===== src/rtl/vcdt_pkg.sv =====
package vcdt_pkg;
    localparam int SLOT_W = 8;
    localparam int DT_W   = 6;
    localparam int CFG_W  = 11;

    // Configuration word of one identifier, bit 0 at the bottom
    typedef struct packed {
        logic       packing;    // bit 10
        logic       align_msb;  // bit 9
        logic       plain16;    // bit 8
        logic [3:0] fmt;        // bits 7:4
        logic [1:0] spare;      // bits 3:2
        logic       raw_en;     // bit 1
        logic       main_en;    // bit 0
    } cid_cfg_t;
endpackage


===== src/rtl/vcdt_table_store.sv =====
module vcdt_table_store
    import vcdt_pkg::*;
#(
    parameter int NUM_VC = 4,
    parameter int SLOTS  = 4,
    localparam int LUT_W = SLOTS * SLOT_W,
    localparam int NCID  = NUM_VC * SLOTS,
    localparam int VC_W  = $clog2(NUM_VC),
    localparam int CID_W = $clog2(NCID)
) (
    input  logic                              clk_i,
    input  logic                              rst_ni,
    input  logic                              wr_lut_i,
    input  logic                              wr_cfg_i,
    input  logic [CID_W-1:0]                  wr_index_i,
    input  logic [LUT_W-1:0]                  wr_data_i,
    output logic [NUM_VC-1:0][LUT_W-1:0]      lut_o,
    output cid_cfg_t [NCID-1:0]               cfg_o
);
    typedef struct packed {
        logic [NUM_VC-1:0][LUT_W-1:0] lut;
        cid_cfg_t [NCID-1:0]          cfg;
    } store_t;

    store_t st_d, st_q;

    always_comb begin
        st_d = st_q;
        if (wr_lut_i && (int'(wr_index_i) < NUM_VC)) begin
            st_d.lut[wr_index_i[VC_W-1:0]] = wr_data_i;
        end
        if (wr_cfg_i) begin
            st_d.cfg[wr_index_i] = cid_cfg_t'(wr_data_i[CFG_W-1:0]);
        end
    end

    always_ff @(posedge clk_i or negedge rst_ni) begin
        if (!rst_ni) begin
            st_q <= '0;
        end else begin
            st_q <= st_d;
        end
    end

    assign lut_o = st_q.lut;
    assign cfg_o = st_q.cfg;
endmodule


===== src/rtl/vcdt_slot_match.sv =====
module vcdt_slot_match
    import vcdt_pkg::*;
#(
    parameter int SLOTS  = 4,
    localparam int LUT_W = SLOTS * SLOT_W,
    localparam int IDX_W = $clog2(SLOTS)
) (
    input  logic [LUT_W-1:0] lut_word_i,
    input  logic [DT_W-1:0]  dt_i,
    output logic             hit_o,
    output logic [IDX_W-1:0] slot_o
);
    logic [SLOTS-1:0] eq;
    logic [SLOT_W-1:0] key;

    assign key = {{(SLOT_W-DT_W){1'b0}}, dt_i};

    for (genvar k = 0; k < SLOTS; k++) begin : g_cmp
        assign eq[k] = (lut_word_i[k*SLOT_W +: SLOT_W] == key);
    end

    // Scan from the top so the lowest matching slot is the one kept
    always_comb begin
        slot_o = '0;
        for (int k = SLOTS - 1; k >= 0; k--) begin
            if (eq[k]) slot_o = IDX_W'(k);
        end
        hit_o = |eq;
    end
endmodule


===== src/rtl/stream_cid_classifier.sv =====
module stream_cid_classifier
    import vcdt_pkg::*;
#(
    parameter int NUM_VC = 4,
    parameter int SLOTS  = 4,
    localparam int LUT_W = SLOTS * SLOT_W,
    localparam int NCID  = NUM_VC * SLOTS,
    localparam int VC_W  = $clog2(NUM_VC),
    localparam int IDX_W = $clog2(SLOTS),
    localparam int CID_W = VC_W + IDX_W
) (
    input  logic             clk_i,
    input  logic             rst_ni,
    input  logic             hdr_vld_i,
    input  logic [VC_W-1:0]  hdr_vc_i,
    input  logic [DT_W-1:0]  hdr_dt_i,
    input  logic             wr_lut_i,
    input  logic             wr_cfg_i,
    input  logic [CID_W-1:0] wr_index_i,
    input  logic [LUT_W-1:0] wr_data_i,
    output logic [CID_W-1:0] cid_o,
    output logic             hit_o,
    output logic             miss_o,
    output logic             main_vld_o,
    output logic             raw_vld_o,
    output logic [3:0]       fmt_o,
    output logic             plain16_o,
    output logic             align_msb_o,
    output logic             packing_o
);
    typedef struct packed {
        logic [CID_W-1:0] cid;
        logic             hit;
        logic             miss;
        logic             main_vld;
        logic             raw_vld;
        logic [3:0]       fmt;
        logic             plain16;
        logic             align_msb;
        logic             packing;
    } res_t;

    logic [NUM_VC-1:0][LUT_W-1:0] lut_all;
    cid_cfg_t [NCID-1:0]          cfg_all;
    logic                         slot_hit;
    logic [IDX_W-1:0]             slot_idx;
    logic [CID_W-1:0]             cid_sel;
    cid_cfg_t                     cfg_sel;
    res_t                         res_d, res_q;

    vcdt_table_store #(
        .NUM_VC (NUM_VC),
        .SLOTS  (SLOTS)
    ) u_store (
        .clk_i      (clk_i),
        .rst_ni     (rst_ni),
        .wr_lut_i   (wr_lut_i),
        .wr_cfg_i   (wr_cfg_i),
        .wr_index_i (wr_index_i),
        .wr_data_i  (wr_data_i),
        .lut_o      (lut_all),
        .cfg_o      (cfg_all)
    );

    vcdt_slot_match #(
        .SLOTS (SLOTS)
    ) u_match (
        .lut_word_i (lut_all[hdr_vc_i]),
        .dt_i       (hdr_dt_i),
        .hit_o      (slot_hit),
        .slot_o     (slot_idx)
    );

    assign cid_sel = {hdr_vc_i, slot_idx};
    assign cfg_sel = cfg_all[cid_sel];

    always_comb begin
        res_d          = res_q;
        res_d.main_vld = 1'b0;
        res_d.raw_vld  = 1'b0;
        if (hdr_vld_i) begin
            if (slot_hit) begin
                res_d.cid       = cid_sel;
                res_d.hit       = 1'b1;
                res_d.miss      = 1'b0;
                res_d.main_vld  = cfg_sel.main_en;
                res_d.raw_vld   = cfg_sel.raw_en;
                res_d.fmt       = cfg_sel.fmt;
                res_d.plain16   = cfg_sel.plain16;
                res_d.align_msb = cfg_sel.align_msb;
                res_d.packing   = cfg_sel.packing;
            end else begin
                res_d      = '0;
                res_d.miss = 1'b1;
            end
        end
    end

    always_ff @(posedge clk_i or negedge rst_ni) begin
        if (!rst_ni) begin
            res_q <= '0;
        end else begin
            res_q <= res_d;
        end
    end

    assign cid_o       = res_q.cid;
    assign hit_o       = res_q.hit;
    assign miss_o      = res_q.miss;
    assign main_vld_o  = res_q.main_vld;
    assign raw_vld_o   = res_q.raw_vld;
    assign fmt_o       = res_q.fmt;
    assign plain16_o   = res_q.plain16;
    assign align_msb_o = res_q.align_msb;
    assign packing_o   = res_q.packing;
endmodule


===== config.mk =====
export PLATFORM = sky130hd
export DESIGN_NAME = stream_cid_classifier
export DESIGN_NICKNAME = d
export VERILOG_FILES = /design/src/rtl/vcdt_pkg.sv /design/src/rtl/vcdt_table_store.sv /design/src/rtl/vcdt_slot_match.sv /design/src/rtl/stream_cid_classifier.sv
export SDC_FILE = /design/constraint.sdc
export NUM_CORES = 1
export LEC_CHECK = 0
export BUFFER_PORTS_ARGS = -buffer_cell sky130_fd_sc_hd__buf_2
export CORE_ASPECT_RATIO = 1.4
export CORE_MARGIN = 2
export CORE_UTILIZATION = 51
export DETAILED_ROUTE_END_ITERATION = 8
export PLACE_DENSITY_LB_ADDON = 0.12
export RECOVER_POWER = 100
export SLEW_MARGIN = 20
export SYNTH_ARGS = -nofsm -noshare
export SYNTH_HDL_FRONTEND = slang
export SYNTH_SLANG_ARGS = --single-unit

===== constraint.sdc =====
create_clock -name clk_i -period 2.5 [get_ports clk_i]
set_input_delay 0.125 -clock clk_i [delete_from_list [all_inputs] [get_ports clk_i]]
set_output_delay 0.125 -clock clk_i [all_outputs]
set_load 0.05 [all_outputs]

==> flow_summary.yaml, run 1 <==
status:
  run_status: "finished with violations"
  violations: "negative setup slack"
finish:
  syn_to_final_growth_pct: 19.4
  post-route-cell-area_um2: 15900
  drive_gt1_share_pct: 45.8
  nNetsFinal: 1173
  multi_input_area_um2: 5880
  fillers: 2046
  register_area_um2: 7180
  antenna_cells: 0
  fin_util_pct: 61.3
  instances_no_fill: 1468
worst_setup_path:
  worstPathMaxFanout: 4
  regToRegSetupSlack_ns: -0.56
  r2r-end: "raw_vld_o"
  start_kind: "flop"
  crit_arrival_ns: 3.48
  setup.worst_path.end_class: "flop"
  crit_type: "reg2reg"
  reg2reg_depth: 11
  worstPathRequired_ns: 2.92
  r2r-start: "u_store.lut_o[85]"
drt:
  first_pass_iters: 4
  drt-initial-drc-count: 317
  routed_wl_um: 30900
  postRouteAntennaNets: 0
  via_per_inst: 5.66
  drc: 0
  wl_per_cell_um: 21.0
  routed-via-count: 8304
global_routing:
  grt_pass1_wl_um: 49300
  grt_use_total_pct: 22.8
  grt_pass1_vias: 8817
  grt_antenna_before_repair: 0
  grt_max_degree: 94
  overflow: 0
synthesis:
  synth.area.top_cells: "dfrtp_1 54%, mux2_2 24%, mux2i_1 3.9%, mux4_2 2.2%, mux4_1 1.6%"
  synth-edff-count: 0
  syn_inst: 965
  yosys_warnings: 0
  synth_top_cell_by_area: "dfrtp_1"
  synth_nets: 1014
  synthArstFlopShare_pct: 100
  ys_seq_area_share_pct: 54.0
  synth.distinct_cells: 56
  syn_avg_cell_area_um2: 13.8
  synthFlopType: "dfrtp_1"
  synth_top_area_share_pct: 54.0
  synth_seq_cells: 287
  synth_area_um2: 13300
place:
  portBuffers: 63
  dp.cells: 1375
  place_congestion: 0.769
  place_area_um2: 14500
  dp_hpwl_um: 20600
  dp_worst_setup_slack_ns: -0.653
clock_tree:
  cts.clk_slew.worst_paths_ns: 0.06
  cts_buffers: 29
  clk_latency_ns: 0.55
  htree_levels: 1
  clockRootBuffer: "clkbuf_16"
  cts_buffer_depth: 3
  cts_tree: "built"
  cts_sinks: 287
min_path:
  min_to: "u_store.cfg_o[89]"
  hold_class: "in2reg"
  worstHoldStart: "wr_data_i[1]"
  hold_depth: 2
pwr:
  p_leak_uw: 0.00714
  p_per_area_nw_per_um2: 832
  ir_worst_vdd_v: 0.000636
timing:
  worst_slack_ns: -0.562
  finalHoldViolations: 0
  slew_violations: 0
  fin_crit_sh_pct: 122
  max_freq_mhz: 327
  finalCriticalPeriod_ns: 3.06
  max-slew-margin-rel_pct: 10.1
  tightest_slew_ns: 1.35
  rsz0062_at_grt: "yes"
  whs_ns: 0.131
  fin_worst_skew_ns: 0.0135
  finalSetupViolations: 13
die:
  die_y_um: 195
  initial_utilization_pct: 51.3
  die_area_um2: 27400
  io_pins: 64
  num_rows: 70
  die_x_um: 141
  core_um2: 25900
run:
  maxCapViolCount: 0
-- stage by stage --
step	power [µW]	TNS [ns]
after floorplan	7940	-1.01
after global placement	8620	-5.36
after detailed placement	8710	-5.60
after CTS	13300	-3.72
after global routing	13900	-5.59
final	13200	-4.18
-- power by group --
group	internal, µW	total [µW]	switching [µW]
combinational	1460	2510	1050
sequential	5680	6200	513
clock	2700	4510	1810
-- layout make-up --
class	instances	area share, %
Clock buffer	38	5.16
Clock inverter	13	1.09
Inverter	11	0.268
Multi-Input combinational cell	604	37.0
Sequential cell	287	45.2
Tap cell	324	2.55
Timing Repair Buffer	191	8.74
-- routing by layer --
metal / vias up / GRT usage (%) / part of all wire, % / wire length, µm
met5: - / 0 / 0 / 0
met4: 0 / 5.70 / 2.2 / 679
met3: 46 / 2.60 / 2.6 / 817
met2: 131 / 42.3 / 54 / 16700
met1: 4324 / 28.3 / 41 / 12700
li1: 3803 / - / - / -
-- layout by cell type (no fill, tap or decap), types with 6 or more instances in the layout --
cell type / synthesis / routed
a21oi_1: 7 / 7
xnor2_1: 21 / 16
mux2_2: 289 / 287
clkbuf_16: 0 / 29
mux2i_1: 52 / 50
mux4_2: 13 / 18
dfrtp_1: 287 / 287
nor2_1: 42 / 35
nand2_1: 53 / 52
clkbuf_8: 0 / 6
nand3_1: 15 / 14
o22a_1: 6 / 6
buf_6: 6 / 10
buf_4: 5 / 58
a32oi_1: 7 / 6
a22oi_1: 6 / 6
inv_1: 6 / 6
clkbuf_1: 39 / 37
xor2_1: 6 / 6
dlygate4sd3_1: 0 / 25
clkbuf_2: 0 / 6
a31oi_1: 13 / 13
nor2_2: 0 / 7
clkinv_2: 1 / 7
buf_12: 2 / 9
buf_2: 11 / 46
-- flip-flops by register name (all words and copies together) (netlist names) --
register       cells
packing_o          1
miss_o             1
align_msb_o        1
u_store.lut_o    128
plain16_o          1
main_vld_o         1
hit_o              1
cid_o              4
raw_vld_o          1
u_store.cfg_o    144
fmt_o              4
-- how the worst max path moves through the flow --
stage / cells after the start / to / from
finish: 11 / raw_vld_o / u_store.lut_o[85]
global route: 11 / raw_vld_o / u_store.lut_o[85]
global placement: 13 / raw_vld_o / hdr_vc_i[0]
CTS: 11 / raw_vld_o / u_store.lut_o[117]
floorplan: 10 / raw_vld_o / u_store.lut_o[117]
detailed placement: 13 / raw_vld_o / hdr_vc_i[0]
-- cell families after synthesis --
logic type	Yosys count	synth area share, %
AND/OR/NAND/NOR	143	5.08
AO/OA/AOI/OAI	70	4.01
flip-flops	287	54.0
XOR/XNOR	27	1.78
buffers and inverters	75	2.95
multiplexers	363	32.2
-- cell usage after synthesis, types with 6 or more instances --
cell type / instances
mux2_2: 289
dfrtp_1: 287
nand2_1: 53
mux2i_1: 52
nor2_1: 42
clkbuf_1: 39
xnor2_1: 21
nand3_1: 15
a31oi_1: 13
mux4_2: 13
buf_2: 11
mux4_1: 8
a21oi_1: 7
a32oi_1: 7
a22oi_1: 6
buf_6: 6
inv_1: 6
o21ai_0: 6
o22a_1: 6
xor2_1: 6
-- critical path, stage by stage, from the launching register on --
cell	delay (ns)
dfrtp_1	0.39
mux4_2	0.49
xnor2_1	0.16
nand4_1	0.10
nand4b_1	0.22
nor3b_4	0.21
buf_6	0.12
o21ai_4	0.26
mux4_2	0.60
nor2b_4	0.15
a21oi_2	0.12
o211ai_2	0.10
-- repair_timing --
| action | in CTS | in global routing |
|---|---|---|
| pin swaps | 13 | 19 |
| hold buffers | 25 | 0 |
| buffers inserted | 8 | 9 |
| gates resized for setup | 5 | 39 |
| endpoints found under the hold margin | 181 | 0 |
| setup endpoints to repair | 10 | 12 |
| gates cloned | 0 | 1 |
Note: power is estimated with default switching activity, not from simulation.
==> run 2, diff against run 1 <==
--- a/config.mk
+++ b/config.mk
@@ -6,7 +6,6 @@
 export NUM_CORES = 1
 export LEC_CHECK = 0
 export BUFFER_PORTS_ARGS = -buffer_cell sky130_fd_sc_hd__buf_2
-export CORE_ASPECT_RATIO = 1.4
 export CORE_MARGIN = 2
 export CORE_UTILIZATION = 51
 export DETAILED_ROUTE_END_ITERATION = 8
==> flow_summary.yaml, run 2 (same netlist as run 1, synthesis figures left out) <==
status:
  run_status: "finished with violations"
  violations: "max-capacitance violations, max-slew violations, negative setup slack"
timing:
  finalSetupViolations: 11
  whs_ns: 0.132
  fin_crit_sh_pct: 119
  slew_violations: 85
  max_freq_mhz: 335
  tightest_slew_ns: 2.14
  rsz0062_at_grt: "yes"
  worst_slack_ns: -0.484
  fin_worst_skew_ns: 0.0180
  finalHoldViolations: 0
  finalCriticalPeriod_ns: 2.98
  max-slew-margin-rel_pct: -42.6
finish:
  largest_register_ffs: 144
  drive_gt1_share_pct: 46.2
  layout_commonest_cell: "dfrtp_1"
  multi_input_area_um2: 5960
  syn_to_final_growth_pct: 21.1
  fin_util_pct: 62.4
  post-route-cell-area_um2: 16100
  nNetsFinal: 1171
  antenna_cells: 0
  register_area_um2: 7180
  instances_no_fill: 1481
  layout_common_cells: "287 x dfrtp_1, 282 x mux2_2, 52 x nand2_1"
  fillers: 2064
clock_tree:
  htree_levels: 1
  cts_tree: "built"
  cts_buffers: 31
  cts.clk_slew.worst_paths_ns: 0.06
  clk_latency_ns: 0.55
  cts_sinks: 287
  cts_buffer_depth: 3
  clockRootBuffer: "clkbuf_16"
drt:
  drt-initial-drc-count: 513
  drc: 0
  routed-via-count: 8379
  first_pass_iters: 5
  routed_wl_um: 31600
  postRouteAntennaNets: 0
  wl_per_cell_um: 21.4
  via_per_inst: 5.66
worst_setup_path:
  worstPathRequired_ns: 2.92
  crit_arrival_ns: 3.41
  r2r-start: "u_store.lut_o[117]"
  regToRegSetupSlack_ns: -0.48
  reg2reg_depth: 10
  critPathMaxStageDelay_ns: 0.57
  setup.worst_path.end_class: "flop"
  crit_chain: "mux4_2, xnor2_2, nand4_1, nand4b_1, nor3b_4, o21ai_4, mux4_2, nor2b_4, a21oi_2, o211ai_2"
  path_common_cell: "mux4_2"
  start_kind: "flop"
  r2r-end: "raw_vld_o"
  crit_type: "reg2reg"
  cp_slowest_cell: "mux4_2"
  worstPathMaxFanout: 4
place:
  portBuffers: 63
  dp.cells: 1381
  place_congestion: 0.777
  dp_hpwl_um: 21100
  dp_worst_setup_slack_ns: -0.712
  place_area_um2: 14500
min_path:
  hold_depth: 2
  worstHoldStart: "wr_data_i[1]"
  hold_class: "in2reg"
  min_to: "u_store.cfg_o[100]"
die:
  initial_utilization_pct: 51.5
  die_y_um: 166
  die_area_um2: 27400
  core_um2: 25800
  num_rows: 59
  io_pins: 64
  die_x_um: 166
global_routing:
  grt_pass1_vias: 8666
  grt_max_degree: 85
  grt_pass1_wl_um: 49700
  overflow: 0
  grt_use_total_pct: 23.8
  grt_antenna_before_repair: 1
pwr:
  switching_share_pct: 25.3
  p_per_area_nw_per_um2: 839
  power_frac_comb_pct: 18.9
  p_leak_uw: 0.00720
  ir_worst_vdd_v: 0.000581
  internal_power_uw: 10100
  p_seq_share_pct: 45.9
  p_switching_uw: 3420
  pwr-share-clk_pct: 35.2
run:
  maxCapViolCount: 1
run 2: changes by cell type in the layout (fill, tap and decap cells not counted), moves of 4 or more:
cell	change
a31oi_1	-4
mux2_4	+5
a31oi_2	+4
buf_4	-12
mux2_2	-5
clkbuf_1	+6
clkbuf_8	+6
run 2: per-layer routing:
| metal | wire length, µm | share of wire, % | track usage (%) | vias up |
|---|---|---|---|---|
| li1 | - | - | - | 3827 |
| met1 | 14100 | 44 | 32.7 | 4359 |
| met2 | 15700 | 50 | 40.6 | 148 |
| met3 | 1210 | 3.8 | 3.47 | 43 |
| met4 | 618 | 2.0 | 4.94 | 2 |
| met5 | 13 | 0.041 | 0 | - |
run 2: repair_timing:
item | in CTS | in global routing
hold buffers | 25 | 0
endpoints found under the setup margin | 11 | 13
setup buffers | 14 | 4
resized for setup | 13 | 47
cloned | 2 | 1
pin swaps | 13 | 24
hold endpoints to repair | 171 | 0
run 2: power groups by stage:
| stage | Clock (µW) | Sequential [µW] | Combinational, µW |
|---|---|---|---|
| 2_1_floorplan | 0 | 6160 | 1780 |
| 3_3_place_gp | 0 | 6250 | 2370 |
| 3_5_place_dp | 0 | 6280 | 2420 |
| 4_1_cts | 4860 | 6200 | 2510 |
| 5_1_grt | 5060 | 6340 | 2780 |
| 6_report | 4760 | 6210 | 2550 |
run 2: how the worst max path moves through the flow:
stage	start	slack [ns]	endpoint
final	u_store.lut_o[117]	-0.48	raw_vld_o
after global routing	u_store.lut_o[117]	-0.61	raw_vld_o
after CTS	u_store.lut_o[117]	-0.51	raw_vld_o
after detailed placement	hdr_vc_i[0]	-0.71	fmt_o[0]
after global placement	hdr_vc_i[0]	-0.70	align_msb_o
after floorplan	u_store.lut_o[117]	-0.18	raw_vld_o
run 2: critical path: cells and delay by family (launching register included):
kind / cells / cell delay (ns)
simple gates: 4 / 0.79
xor+xnor: 1 / 0.18
mux: 2 / 1.08
flops: 1 / 0.38
compound gates: 3 / 0.45
run 2: through the flow:
step	power, µW	TNS, ns
final	13500	-4.03
after global routing	14200	-12.67
after CTS	13600	-3.87
after detailed placement	8700	-6.62
after global placement	8620	-6.24
after floorplan	7940	-1.01
run 2: cell type report:
class	count	area share, %
Timing Repair Buffer	187	8.88
Multi-Input combinational cell	604	37.0
Tap cell	335	2.60
Inverter	11	0.264
Clock buffer	48	5.95
Clock inverter	9	0.769
Sequential cell	287	44.6
